==> config.mk <==
export PLATFORM = sky130hd
export DESIGN_NAME = addr_target_unit
export DESIGN_NICKNAME = d
export VERILOG_FILES = /design/src/rtl/atu_pkg.sv /design/src/rtl/atu_decode.sv /design/src/rtl/atu_cond.sv /design/src/rtl/atu_adder.sv /design/src/rtl/addr_target_unit.sv
export SDC_FILE = /design/constraint.sdc
export NUM_CORES = 1
export LEC_CHECK = 0
export ABC_CLOCK_PERIOD_IN_PS = 3600
export BUFFER_PORTS_ARGS = -buffer_cell sky130_fd_sc_hd__buf_2
export CORE_ASPECT_RATIO = 0.8
export CORE_MARGIN = 10
export CORE_UTILIZATION = 40
export CTS_BUF_LIST = sky130_fd_sc_hd__clkbuf_4 sky130_fd_sc_hd__clkbuf_8
export DETAILED_ROUTE_END_ITERATION = 10
export PLACE_DENSITY = 0.77
export REMOVE_ABC_BUFFERS = 1
export SETUP_SLACK_MARGIN = 0.3
export SLEW_MARGIN = 20
export SYNTH_ARGS = -nofsm -noshare
export SYNTH_HDL_FRONTEND = slang
export SYNTH_SLANG_ARGS = --single-unit
==> constraint.sdc <==
create_clock -name clk -period 3.6 [get_ports clk]
set_clock_uncertainty 0.15 [all_clocks]
set_input_delay 0.36 -clock clk [delete_from_list [all_inputs] [get_ports clk]]
set_output_delay 0.36 -clock clk [all_outputs]
set_load 0.005 [all_outputs]
==> src/rtl/atu_pkg.sv <==
package atu_pkg;

  localparam int unsigned IR_W  = 16;
  localparam int unsigned OP_W  = 4;
  localparam int unsigned FLG_W = 3;
  localparam int unsigned IDX_W = 3;

  typedef enum logic [2:0] {
    CL_NONE,
    CL_BR,
    CL_PCREL,
    CL_IND,
    CL_BASE,
    CL_JMP,
    CL_LEA
  } op_class_e;

  function automatic op_class_e classify(input logic [OP_W-1:0] op);
    case (op)
      4'b0000:          return CL_BR;
      4'b0010, 4'b0011: return CL_PCREL;
      4'b1010, 4'b1011: return CL_IND;
      4'b0110, 4'b0111: return CL_BASE;
      4'b1100:          return CL_JMP;
      4'b1110:          return CL_LEA;
      default:          return CL_NONE;
    endcase
  endfunction

  // mask bit and flag bit share position: [2]=neg [1]=zero [0]=pos
  function automatic logic cond_hit(input logic [FLG_W-1:0] mask,
                                    input logic [FLG_W-1:0] flags);
    return |(mask & flags);
  endfunction

endpackage

==> src/rtl/atu_decode.sv <==
module atu_decode
  import atu_pkg::*;
(
  input  logic [OP_W-1:0] op,
  output op_class_e       cls,
  output logic            sel_base,
  output logic            sel_off6,
  output logic            no_off,
  output logic            kill,
  output logic            mem_req,
  output logic            indirect,
  output logic            reg_load,
  output logic            is_br,
  output logic            is_jmp
);

  always_comb begin
    cls      = classify(op);
    sel_base = (cls == CL_BASE) || (cls == CL_JMP);
    sel_off6 = (cls == CL_BASE);
    no_off   = (cls == CL_JMP);
    kill     = (cls == CL_NONE);
    mem_req  = (cls == CL_PCREL) || (cls == CL_IND) || (cls == CL_BASE);
    indirect = (cls == CL_IND);
    reg_load = (cls == CL_LEA);
    is_br    = (cls == CL_BR);
    is_jmp   = (cls == CL_JMP);
  end

endmodule

==> src/rtl/atu_cond.sv <==
module atu_cond
  import atu_pkg::*;
(
  input  logic             en,
  input  logic [FLG_W-1:0] mask,
  input  logic [FLG_W-1:0] flags,
  output logic             hit
);

  assign hit = en && cond_hit(mask, flags);

endmodule

==> src/rtl/atu_adder.sv <==
module atu_adder #(
  parameter int unsigned DW = 16
) (
  input  logic [DW-1:0] pc_inc,
  input  logic [DW-1:0] base_val,
  input  logic [8:0]    off9,
  input  logic [5:0]    off6,
  input  logic          sel_base,
  input  logic          sel_off6,
  input  logic          no_off,
  input  logic          kill,
  output logic [DW-1:0] sum
);

  localparam int unsigned EXT9 = DW - 9;
  localparam int unsigned EXT6 = DW - 6;

  logic [DW-1:0] base_sel;
  logic [DW-1:0] off_sel;

  always_comb begin
    base_sel = sel_base ? base_val : pc_inc;
    if (no_off)        off_sel = '0;
    else if (sel_off6) off_sel = {{EXT6{off6[5]}}, off6};
    else               off_sel = {{EXT9{off9[8]}}, off9};
    sum = kill ? '0 : (base_sel + off_sel);
  end

endmodule

==> src/rtl/addr_target_unit.sv <==
module addr_target_unit
  import atu_pkg::*;
#(
  parameter int unsigned DW      = 16,
  parameter bit          REG_OUT = 1'b1
) (
  input  logic             clk,
  input  logic             rst,
  input  logic [IR_W-1:0]  ir,
  input  logic [DW-1:0]    pc_inc,
  input  logic [DW-1:0]    base_val,
  input  logic [FLG_W-1:0] nzp,
  output logic [IDX_W-1:0] base_idx,
  output logic [DW-1:0]    addr,
  output logic             mem_req,
  output logic             indirect,
  output logic             reg_load,
  output logic             pc_load,
  output logic             br_taken
);

  op_class_e     cls;
  logic          sel_base, sel_off6, no_off, kill;
  logic          dec_mem, dec_ind, dec_reg, is_br, is_jmp;
  logic          nxt_br;
  logic [DW-1:0] nxt_addr;
  logic          nxt_mem, nxt_ind, nxt_reg, nxt_pc;

  atu_decode u_dec (
    .op       (ir[15:12]),
    .cls      (cls),
    .sel_base (sel_base),
    .sel_off6 (sel_off6),
    .no_off   (no_off),
    .kill     (kill),
    .mem_req  (dec_mem),
    .indirect (dec_ind),
    .reg_load (dec_reg),
    .is_br    (is_br),
    .is_jmp   (is_jmp)
  );

  atu_cond u_cond (
    .en    (is_br),
    .mask  (ir[11:9]),
    .flags (nzp),
    .hit   (nxt_br)
  );

  atu_adder #(.DW(DW)) u_add (
    .pc_inc   (pc_inc),
    .base_val (base_val),
    .off9     (ir[8:0]),
    .off6     (ir[5:0]),
    .sel_base (sel_base),
    .sel_off6 (sel_off6),
    .no_off   (no_off),
    .kill     (kill),
    .sum      (nxt_addr)
  );

  assign nxt_mem  = dec_mem;
  assign nxt_ind  = dec_ind;
  assign nxt_reg  = dec_reg;
  assign nxt_pc   = nxt_br || is_jmp;
  assign base_idx = sel_base ? ir[8:6] : '0;

  generate
    if (REG_OUT) begin : g_reg
      always_ff @(posedge clk) begin
        if (rst) begin
          addr     <= '0;
          mem_req  <= 1'b0;
          indirect <= 1'b0;
          reg_load <= 1'b0;
          pc_load  <= 1'b0;
          br_taken <= 1'b0;
        end else begin
          addr     <= nxt_addr;
          mem_req  <= nxt_mem;
          indirect <= nxt_ind;
          reg_load <= nxt_reg;
          pc_load  <= nxt_pc;
          br_taken <= nxt_br;
        end
      end
    end else begin : g_comb
      assign addr     = nxt_addr;
      assign mem_req  = nxt_mem;
      assign indirect = nxt_ind;
      assign reg_load = nxt_reg;
      assign pc_load  = nxt_pc;
      assign br_taken = nxt_br;
    end
  endgenerate

endmodule

## Word level (Yosys, flattened, before mapping)

Memory sizes are Yosys's and may differ from the RTL's.
Cells that the tools add are included.

| operators by class | value |
|---|---|
| add/sub/neg operators | 1 |
| $mul | 0 |
| divide/modulo/power cells | 0 |
| magnitude comparators | 0 |
| equal/unequal tests | 6 |
| shift-type cells | 0 |
| multiplexer cells | 4 |
| bitwise operators | 1 |
| reduce and logical (&&, ||, !) cells | 8 |

Operators by type and width:

| kind | count |
|---|---|
| two-way mux 16 bit | 3 |
| adder 16 bit | 1 |
| == test 3 bit (second input constant) | 3 |
| == test 3 x 2 -> 1 bit (second input constant) | 2 |
| logical OR 1 bit | 4 |
| bitwise AND 3 bit | 1 |
| == test 3 x 1 -> 1 bit (second input constant) | 1 |
| zero test 3 bit | 1 |
| two-way mux 3 bit | 1 |
| OR reduction 3 bit | 1 |
| OR reduction 2 bit | 1 |
| logical AND 1 bit | 1 |

| word-level totals | value |
|---|---|
| bits in registers | 21 |
| latch bits | 0 |
| memory bits (writable) | 0 |
| ROM bits | 48 |
| input bits | 53 |
| output and inout port bits | 24 |
| logic and storage cells | 27 |
| memories kept | 1 |

Memories:

| name | depth | bits a word | rd ports | clocked after Yosys merged registers in | write ports | line | RTL |
|---|---|---|---|---|---|---|---|
| (name not given) | 16 | 3 | 1 | 0 | 0 | atu_pkg.sv:19 | `case (op)` |

## Longest topological paths before layout

Gate-level depths: netlist (run 1).
An unclocked memory read counts as a cell.

| logic depth | value |
|---|---|
| depth after elaboration | 5 |
| depth in mapped cells | 14 |
| gate-level depth less buffers | 12 |

## Cells and area by module

Synthesis (run 1) repeated with hierarchy kept, for this count alone.

| second synthesis, totals | value |
|---|---|
| cell total of the unflattened synthesis | 220 |
| area total of the unflattened synthesis | 1916.8 um^2 |

Modules (own cells, without submodules):

| module | instances | cells each | area each (um^2) | sequential area each (um^2) |
|---|---|---|---|---|
| atu_adder | 1 | 147 | 1144.8 | 0.0 |
| addr_target_unit | 1 | 47 | 590.6 | 420.4 |
| atu_decode | 1 | 24 | 165.2 | 0.0 |
| atu_cond | 1 | 2 | 16.3 | 0.0 |

## Worst setup path before layout (run 1)

OpenSTA, ideal clock, no wires.

| timing path | value |
|---|---|
| path type | input to register |
| start point | input port ir[15] |
| end point | register addr[12] |
| library setup time | 0.128 ns |
| arrival time | 3.443 ns |
| data required time | 3.322 ns |
| setup slack | -0.121 ns |
| stages | 14 |
| buffers on the path | 2 |
| cells stage by stage | buf_6 nor3b_4 o21ai_4 clkbuf_1 mux2_2 ha_1 fa_1 a21o_1 a221oi_1 o21a_1 o211ai_1 a31oi_1 xor2_1 nor2_1 |

| between the ends | value |
|---|---|
| word-level cells in the longest chain between the ends | 5 |
| elaborated cells on any way between the ends | 10 |
| those cells by class | 1 x add/sub; 2 x eq/ne; 3 x mux; 3 x reduce/logical; 1 x memory |

Ends and longest elaborated chain:

| what | line | RTL |
|---|---|---|
| start, declared | addr_target_unit.sv:9 | `input logic [IR_W-1:0] ir,` |
| memory read (16 x 3 bit) (*) | n/a |  |
| == test 3 bit (on tied branches) | atu_decode.sv:19, atu_decode.sv:20, atu_decode.sv:21 |  |
| two-way mux 16 bit or logical OR 1 bit (tied branches) | atu_adder.sv:24, atu_decode.sv:19 |  |
| two-way mux 16 bit (on tied branches) | atu_adder.sv:23, atu_adder.sv:22 |  |
| adder 16 bit | atu_adder.sv:26 | `sum = kill ? '0 : (base_sel + off_sel);` |
| end signal, assigned | addr_target_unit.sv:79 | `addr <= nxt_addr;` |
| end, declared | addr_target_unit.sv:14 | `output logic [DW-1:0] addr,` |

Every way passes the cells marked *; elsewhere a longest branch is shown, timed or not.
A chain may end at the register's enable or synchronous reset.

## Worst setup path in the final report (run 1)

| timing path | value |
|---|---|
| start point | input port ir[13] |
| end point | register addr[15] |

Same word-level chain as after synthesis.

==> impl_metrics.ini, run 1 <==
[grt]
grt_pass1_wl_mm = 8.11
top_usage_layer = met2
grt_use_met3_pct = 3.76
grt_overflow_total = 0
grtUsageMet1_pct = 15.3
grt_util_met2_pct = 22.4
grt_pass1_vias = 1784
antenna_found_initial = 0
grt_usage_pct = 12.9
grt_max_degree = 17

[logic_synthesis]
synth_seq_cells = 21
ys.flop_type = dfxtp_1
syn_area_per_cell_um2 = 8.81
yosysWarnings = 0
synth-edff-count = 0
async_flop_share_pct = 0
netlist_area_um2 = 1780
netlist_top_cells_area = dfxtp_1, ha_1, mux2_2
synth_top_area_share_pct = 23.6
synth_cell_types = 49
syn-instance-count = 202
ys_seq_area_share_pct = 23.6
synth_top_area_cell = dfxtp_1

[clock_tree]
cts_buffers = 3
cts_tree = built
cts_buffer_depth = 2
h-tree-depth = 1
clk_pin_slew_worst_paths_ps = 80
clock_sinks = 21
postCtsHoldBufs = 0
clockRootBuffer = clkbuf_8

[die]
die_w_um = 94.6
die_h_um = 79.7
num_rows = 21
ios = 77
initial_utilization_pct = 42.1
core_um2 = 4230
die-area_um2 = 7530

[worst_setup_path]
critical_path_class = primary input to flip-flop
worstPathRequired_ps = 3580
path_max_fanout = 5
critPathLaunch = ir[13]
critPathCapture = addr[15]
critPathLaunchType = primary input
endpoint_kind = flip-flop
worstPathArrival_ps = 3160

[power]
p_leak_nw = 1.21
cellPowerDensity_nw_per_um2 = 325
p_switching_mw = 0.264
p_clk_share_pct = 19.7
sw_frac_of_total_pct = 34.2
peakVddDrop_mv = 0.149
pwr-share-comb_pct = 46.5
seqPwrFrac_pct = 33.8
p_int_mw = 0.508

[layout]
fillers = 377
diodes = 0
fin_area_um2 = 2380
nNetsFinal = 356
final_cells = 345
syn_to_final_growth_pct = 33.5
drive_gt1_share_pct = 41.7

[routing]
ant_nets = 0
wire_per_inst_um = 14.4
drt_iter0_drc = 57
vias = 1777
viasPerCell = 5.15
drc = 0
first_pass_iters = 4
finalWirelength_mm = 4.95

[timing]
final-setup-viol-count = 0
final.period_utilization_pct = 88.1
hold_violations = 0
slew_viol_final = 0
final.setup.worst_slack_ps = 428
tns_ps = 0
fmax_mhz = 315
period_minus_slack_ps = 3170
max_slew_margin_pct = 61.4
rsz0062_at_grt = no
worstMarginPinSlew_ps = 578

[flow_run]
maxCapViolations = 0

[placement]
place_ws_ps = 10.9
place.port_buffers = 76
dp_hpwl_mm = 4.19
placed_cell_area_um2 = 2250
gp_congestion = 0.828
dp.cells = 338

[outcome]
outcome = finished, final reports clean

[hold_path]
min-delay-path-class = primary input to flip-flop
logic make-up (layout without fill, tap and decap cells):
group / Yosys count / in the layout / synth area share, %
flops: 21 / 21 / 23.6
buf+inv: 18 / 104 / 5.98
fa+ha+maj: 15 / 15 / 10.8
mux: 15 / 15 / 9.56
compound gates: 50 / 50 / 21.4
xor+xnor: 16 / 16 / 7.88
simple gates: 67 / 67 / 20.7
Yosys cell counts, types with 2 or more instances:
cell type	number
inv_1	11
dfxtp_1	21
nand2_1	12
buf_6	3
xnor2_1	7
a211oi_1	6
and2b_1	4
nor2b_1	4
mux2_2	12
nor3_1	6
nand3_1	4
a31oi_1	2
o211ai_1	3
a21o_1	9
o21ai_0	5
ha_1	13
a21oi_1	11
nor2_1	26
o2111ai_1	2
xor2_1	9
nand2b_1	2
clkbuf_1	2
mux2i_1	2
layout make-up:
class | count | area, um^2 | area share (%)
Multi-Input combinational cell | 163 | 1310 | 55.0
Tap cell | 57 | 71.3 | 3.00
Clock buffer | 3 | 41.3 | 1.74
Clock inverter | 1 | 5.00 | 0.211
Sequential cell | 21 | 420 | 17.7
Inverter | 12 | 57.6 | 2.42
Timing Repair Buffer | 88 | 474 | 20.0
how the worst min path moves through the flow:
stage               slack, ps  startpoint        to  cells after the start
global route              150         rst  br_taken                      2
global placement          410         rst  br_taken                      2
detailed placement        410         rst  br_taken                      2
CTS                       140         rst  br_taken                      2
floorplan                 290      ir[14]  indirect                      1
finish                    140         rst  br_taken                      2
placed cells by master, fill, tap and decap left out, types with 3 or more instances in the layout:
| cell | synthesis | layout |
|---|---|---|
| nor2b_1 | 4 | 4 |
| a21o_1 | 9 | 9 |
| nor3_1 | 6 | 6 |
| a21oi_1 | 11 | 10 |
| clkbuf_8 | 0 | 3 |
| nor2_1 | 26 | 26 |
| dfxtp_1 | 21 | 21 |
| o21ai_0 | 5 | 5 |
| buf_4 | 1 | 11 |
| buf_2 | 0 | 76 |
| xor2_1 | 9 | 9 |
| nand3_1 | 4 | 4 |
| nand2_1 | 12 | 12 |
| xnor2_1 | 7 | 7 |
| and2b_1 | 4 | 4 |
| a211oi_1 | 6 | 5 |
| mux2_2 | 12 | 12 |
| ha_1 | 13 | 11 |
| o211ai_1 | 3 | 3 |
| inv_1 | 11 | 11 |
power by group through the flow:
stage | registers, mW | logic (mW) | clock network [mW]
3_3_place_gp | 0.266 | 0.328 | 0
4_1_cts | 0.261 | 0.340 | 0.154
6_report | 0.261 | 0.359 | 0.152
5_1_grt | 0.263 | 0.402 | 0.165
2_1_floorplan | 0.270 | 0.216 | 0
3_5_place_dp | 0.267 | 0.336 | 0
worst max-delay path, cell delays in order:
cell and delay [ps]:
buf_2 140, and2b_1 180, o21ai_4 210, buf_6 150
mux2_2 330, ha_1 370, o211ai_1 140, o211ai_1 300
a21oi_2 160, buf_4 180, nor4b_4 270, o32ai_2 140
xnor2_1 170, nor2_1 50
metrics by stage:
stage,total power [mW],hold WS (ps),util [%]
floorplan,0.487,289,-
global route,0.829,150,56.2
finish,0.772,142,56.2
global placement,0.594,407,53.2
CTS,0.755,140,54.4
detailed placement,0.603,413,53.2
state kept, by name, summed over array words and instances (netlist names):
| name | cells |
|---|---|
| addr | 16 |
| br_taken | 1 |
| indirect | 1 |
| mem_req | 1 |
| pc_load | 1 |
| reg_load | 1 |
per-layer routing:
layer  share of wire, %  wire length [um]  vias to the layer above
li1                   -                 -                      907
met1                 44              2190                      811
met2                 48              2360                       53
met3                7.0               347                        6
met4                1.1                55                        0
met5                  0                 0                        -
timing repair:
| item | in CTS | in global routing |
|---|---|---|
| setup endpoints to repair | 1 | 7 |
| pin swaps | 0 | 12 |
| gates resized for setup | 1 | 8 |
| setup buffers | 0 | 3 |
Power figures use the tool's default switching activity.
==> run 2, diff against run 1 <==
ABC_CLOCK_PERIOD_IN_PS = 4100   (was 3600)
PLACE_DENSITY = 0.74   (was 0.77)
clock period = 4.1 ns   (was 3.6 ns; I/O delays follow)
==> impl_metrics.ini, run 2 (synthesis gave the netlist of run 1 again) <==
[die]
num_rows = 21
die-area_um2 = 7530
die_w_um = 94.6
core_um2 = 4230
die_h_um = 79.7
ios = 77
initial_utilization_pct = 42.1

[grt]
grtUsageMet1_pct = 15.3
antenna_found_initial = 0
top_usage_layer = met2
grt_overflow_total = 0
grt_pass1_vias = 1668
grt_max_degree = 17
grt_use_met3_pct = 3.29
grt_util_met2_pct = 20.5
grt_pass1_wl_mm = 7.72
grt_usage_pct = 12.2

[power]
sw_frac_of_total_pct = 33.2
peakVddDrop_mv = 0.126
seqPwrFrac_pct = 35.0
pwr-share-comb_pct = 43.6
p_leak_nw = 1.16
p_clk_share_pct = 21.4
p_switching_mw = 0.217
cellPowerDensity_nw_per_um2 = 290
p_int_mw = 0.436

[routing]
viasPerCell = 5.08
finalWirelength_mm = 4.63
vias = 1707
first_pass_iters = 4
drc = 0
wire_per_inst_um = 13.8
drt_iter0_drc = 77
ant_nets = 0

[placement]
dp_hpwl_mm = 3.97
place.port_buffers = 76
gp_congestion = 0.827

[clock_tree]
cts_setup_buffers = 0
h-tree-depth = 1
cts_resized = 0
cts_tree = built
clockRootBuffer = clkbuf_8
clock_sinks = 21
clk_pin_slew_worst_paths_ps = 70
postCtsHoldBufs = 0
cts_buffer_depth = 2
cts_buffers = 3

[timing]
fmax_mhz = 283
rsz0062_at_grt = no
max_slew_margin_pct = 63.4
final.period_utilization_pct = 86.2
period_minus_slack_ps = 3530
worstMarginPinSlew_ps = 548
slew_viol_final = 0
final-setup-viol-count = 0
tns_ps = 0
hold_violations = 0

[layout]
top_register = addr
largest_reg_flops = 16
drive_gt1_share_pct = 37.6
layout_common_cells = buf_2, nor2_1, dfxtp_1
nNetsFinal = 347
final_core_util_pct = 53.3
diodes = 0
final_common_cell = buf_2
syn_to_final_growth_pct = 26.7

[worst_setup_path]
critPathLaunch = ir[15]
worstPathRequired_ps = 4080
critical_path_class = primary input to flip-flop
critPathLaunchType = primary input
path_max_fanout = 14
endpoint_kind = flip-flop
worstPathArrival_ps = 3510

[hold_path]
min-delay-path-class = primary input to flip-flop
min_from = rst

[outcome]
outcome = finished, final reports clean

[flow_run]
maxCapViolations = 0
## run 2: cell count changes in the layout (fill, tap and decap cells not counted), sizes merged
cell and delta:
buf -9, clkbuf +1, clkinv -1
## run 2: worst max-delay path, stage by stage
cell and delay [ps]:
buf_2 210, nor4bb_4 570, a2111o_1 470, clkinv_8 140, ha_1 410, a21o_1 210, a21o_1 180, a21o_1 200
a211o_1 290, o32ai_2 220, xnor2_1 140, nor2_1 50
## run 2: worst paths after layout
| kind | end | cells after the start | slack [ps] |
|---|---|---|---|
| setup / recovery | addr[15] | 12 | 570 |
| hold / removal | br_taken | 2 | 190 |
## run 2: power by group through the flow
stage | Combinational (mW) | Sequential [mW] | Clock, mW
after CTS | 0.287 | 0.229 | 0.143
final | 0.285 | 0.229 | 0.139
after global placement | 0.283 | 0.234 | 0
after floorplan | 0.190 | 0.237 | 0
after global routing | 0.323 | 0.231 | 0.151
after detailed placement | 0.286 | 0.234 | 0
## run 2: metal layers
metal | part of all wire [%] | vias up | routed length (um)
li1 | - | 883 | -
met1 | 45 | 761 | 2080
met2 | 47 | 59 | 2180
met3 | 7.7 | 4 | 357
met4 | 0.30 | 0 | 14
met5 | 0 | - | 0
## run 2: area by class of cell
class	count	area (um^2)
fillers	410	1980
multi-input cells	163	1250
flip-flops and latches	21	420
repair buffers	79	403
well taps	57	71.3
inverters	12	57.6
clock buffers	4	48.8
## run 2: per-stage QoR
stage               worst slack, ps  total power, mW  hold WS, ps  instance area [um^2]  cells
floorplan                       581            0.428          339                  1730    196
global placement                303            0.516          459                  2200    332
detailed placement              275            0.520          461                  2200    332
CTS                             549            0.659          183                  2250    336
global route                    329            0.705          187                  2250    336
finish                          567            0.653          188                  2250    336
==> run 3, diff against run 2 <==
REMOVE_ABC_BUFFERS = unset   (was 1)
==> impl_metrics.ini, run 3 (synthesis gave the netlist of run 1 again) <==
[outcome]
outcome = finished, final reports clean

[timing]
slew_viol_final = 0
final-setup-viol-count = 0
period_minus_slack_ps = 3540
fmax_mhz = 283
max_slew_margin_pct = 62.2
tns_ps = 0
worstMarginPinSlew_ps = 566
hold_violations = 0
rsz0062_at_grt = no
final.period_utilization_pct = 86.2

[hold_path]
hold_path_end = br_taken
hold_depth = 2
min-delay-path-class = primary input to flip-flop
min_from = rst

[grt]
antenna_found_initial = 0
grt_pass1_wl_mm = 8.34
grt_overflow_total = 0
grt_usage_pct = 13.2
grt_use_met3_pct = 3.85
grtUsageMet1_pct = 15.9
grt_pass1_vias = 1875
grt_max_degree = 17
top_usage_layer = met2
grt_util_met2_pct = 21.8

[power]
seqPwrFrac_pct = 34.4
peakVddDrop_mv = 0.126
p_clk_share_pct = 22.0
power_mw = 0.664
p_int_mw = 0.437
sw_frac_of_total_pct = 34.2
cellPowerDensity_nw_per_um2 = 294
pwr-share-comb_pct = 43.6
p_switching_mw = 0.227
p_leak_nw = 1.17

[die]
die_w_um = 94.6
initial_utilization_pct = 42.1
die_h_um = 79.7
die-area_um2 = 7530
ios = 77
core_um2 = 4230
num_rows = 21

[placement]
gp_congestion = 0.925
place.port_buffers = 76
placed_cell_area_um2 = 2200
dp_hpwl_mm = 4.08
dp.cells = 332

[routing]
vias = 1742
finalWirelength_mm = 4.96
drc = 0
wire_per_inst_um = 14.7
drt_iter0_drc = 99
ant_nets = 0
viasPerCell = 5.18
first_pass_iters = 4

[layout]
nNetsFinal = 347
final_cells = 336
largest_reg_flops = 16
syn_to_final_growth_pct = 27.0
diodes = 0
layout_common_cells = buf_2, nor2_1, dfxtp_1
final_core_util_pct = 53.4
fin_area_um2 = 2260
top_register = addr
drive_gt1_share_pct = 38.0
final_common_cell = buf_2

[worst_setup_path]
worstPathArrival_ps = 3520
critPathLaunchType = primary input
critical_path_class = primary input to flip-flop
critPathLaunch = ir[15]
endpoint_kind = flip-flop
worstPathRequired_ps = 4090
path_max_fanout = 14

[clock_tree]
clock_sinks = 21
cts_setup_buffers = 0
h-tree-depth = 1
cts_resized = 0
clk_pin_slew_worst_paths_ps = 80
clockRootBuffer = clkbuf_8
postCtsHoldBufs = 0
cts_tree = built
cts_buffers = 3
cts_buffer_depth = 2

[logic_synthesis]
syn_nets = 269

[flow_run]
maxCapViolations = 0
## run 3: cell count changes in the layout (fill, tap and decap cells not counted)
| cell | delta |
|---|---|
| a221oi_1 | -1 |
| a221oi_2 | +1 |
## run 3: cell type report
| cell class | instances | area (um^2) |
|---|---|---|
| repair buffers | 79 | 403 |
| well taps | 57 | 71.3 |
| inverters | 12 | 57.6 |
| flip-flops and latches | 21 | 420 |
| clock buffers | 4 | 48.8 |
| fillers | 405 | 1970 |
| multi-input cells | 163 | 1260 |
## run 3: power by group through the flow
stage | Clock, mW | Combinational [mW] | Sequential (mW)
after global placement | 0 | 0.281 | 0.234
after floorplan | 0 | 0.199 | 0.237
final | 0.146 | 0.290 | 0.229
after CTS | 0.145 | 0.287 | 0.229
after detailed placement | 0 | 0.285 | 0.234
after global routing | 0.155 | 0.327 | 0.231
## run 3: through the flow
step | setup WS, ps | hold slack, ps
final | 564 | 181
after global routing | 317 | 191
after CTS | 477 | 179
after detailed placement | 208 | 457
after global placement | 256 | 458
after floorplan | 329 | 349
## run 3: critical path, cell delays in order
cell      delay (ps)
buf_2            200
and2b_1          240
o21ai_4          250
mux2_2           370
ha_1             230
fa_1             410
a21o_1           220
a221oi_2         320
o21a_1           240
o211ai_1         170
a31oi_1          250
xor2_1           160
nor2_1            50
## run 3: metal layers
metal | routed length (um) | up-vias
met5 | 0 | -
met4 | 56 | 0
met3 | 399 | 6
met2 | 2260 | 54
met1 | 2240 | 794
li1 | - | 888
## run 3: how the worst max path moves through the flow
stage                     slack (ps)  endpoint
after floorplan                  330  addr[12]
after global placement           260  addr[14]
after detailed placement         210  addr[14]
after CTS                        480  addr[14]
after global routing             320  addr[15]
final                            560  addr[14]
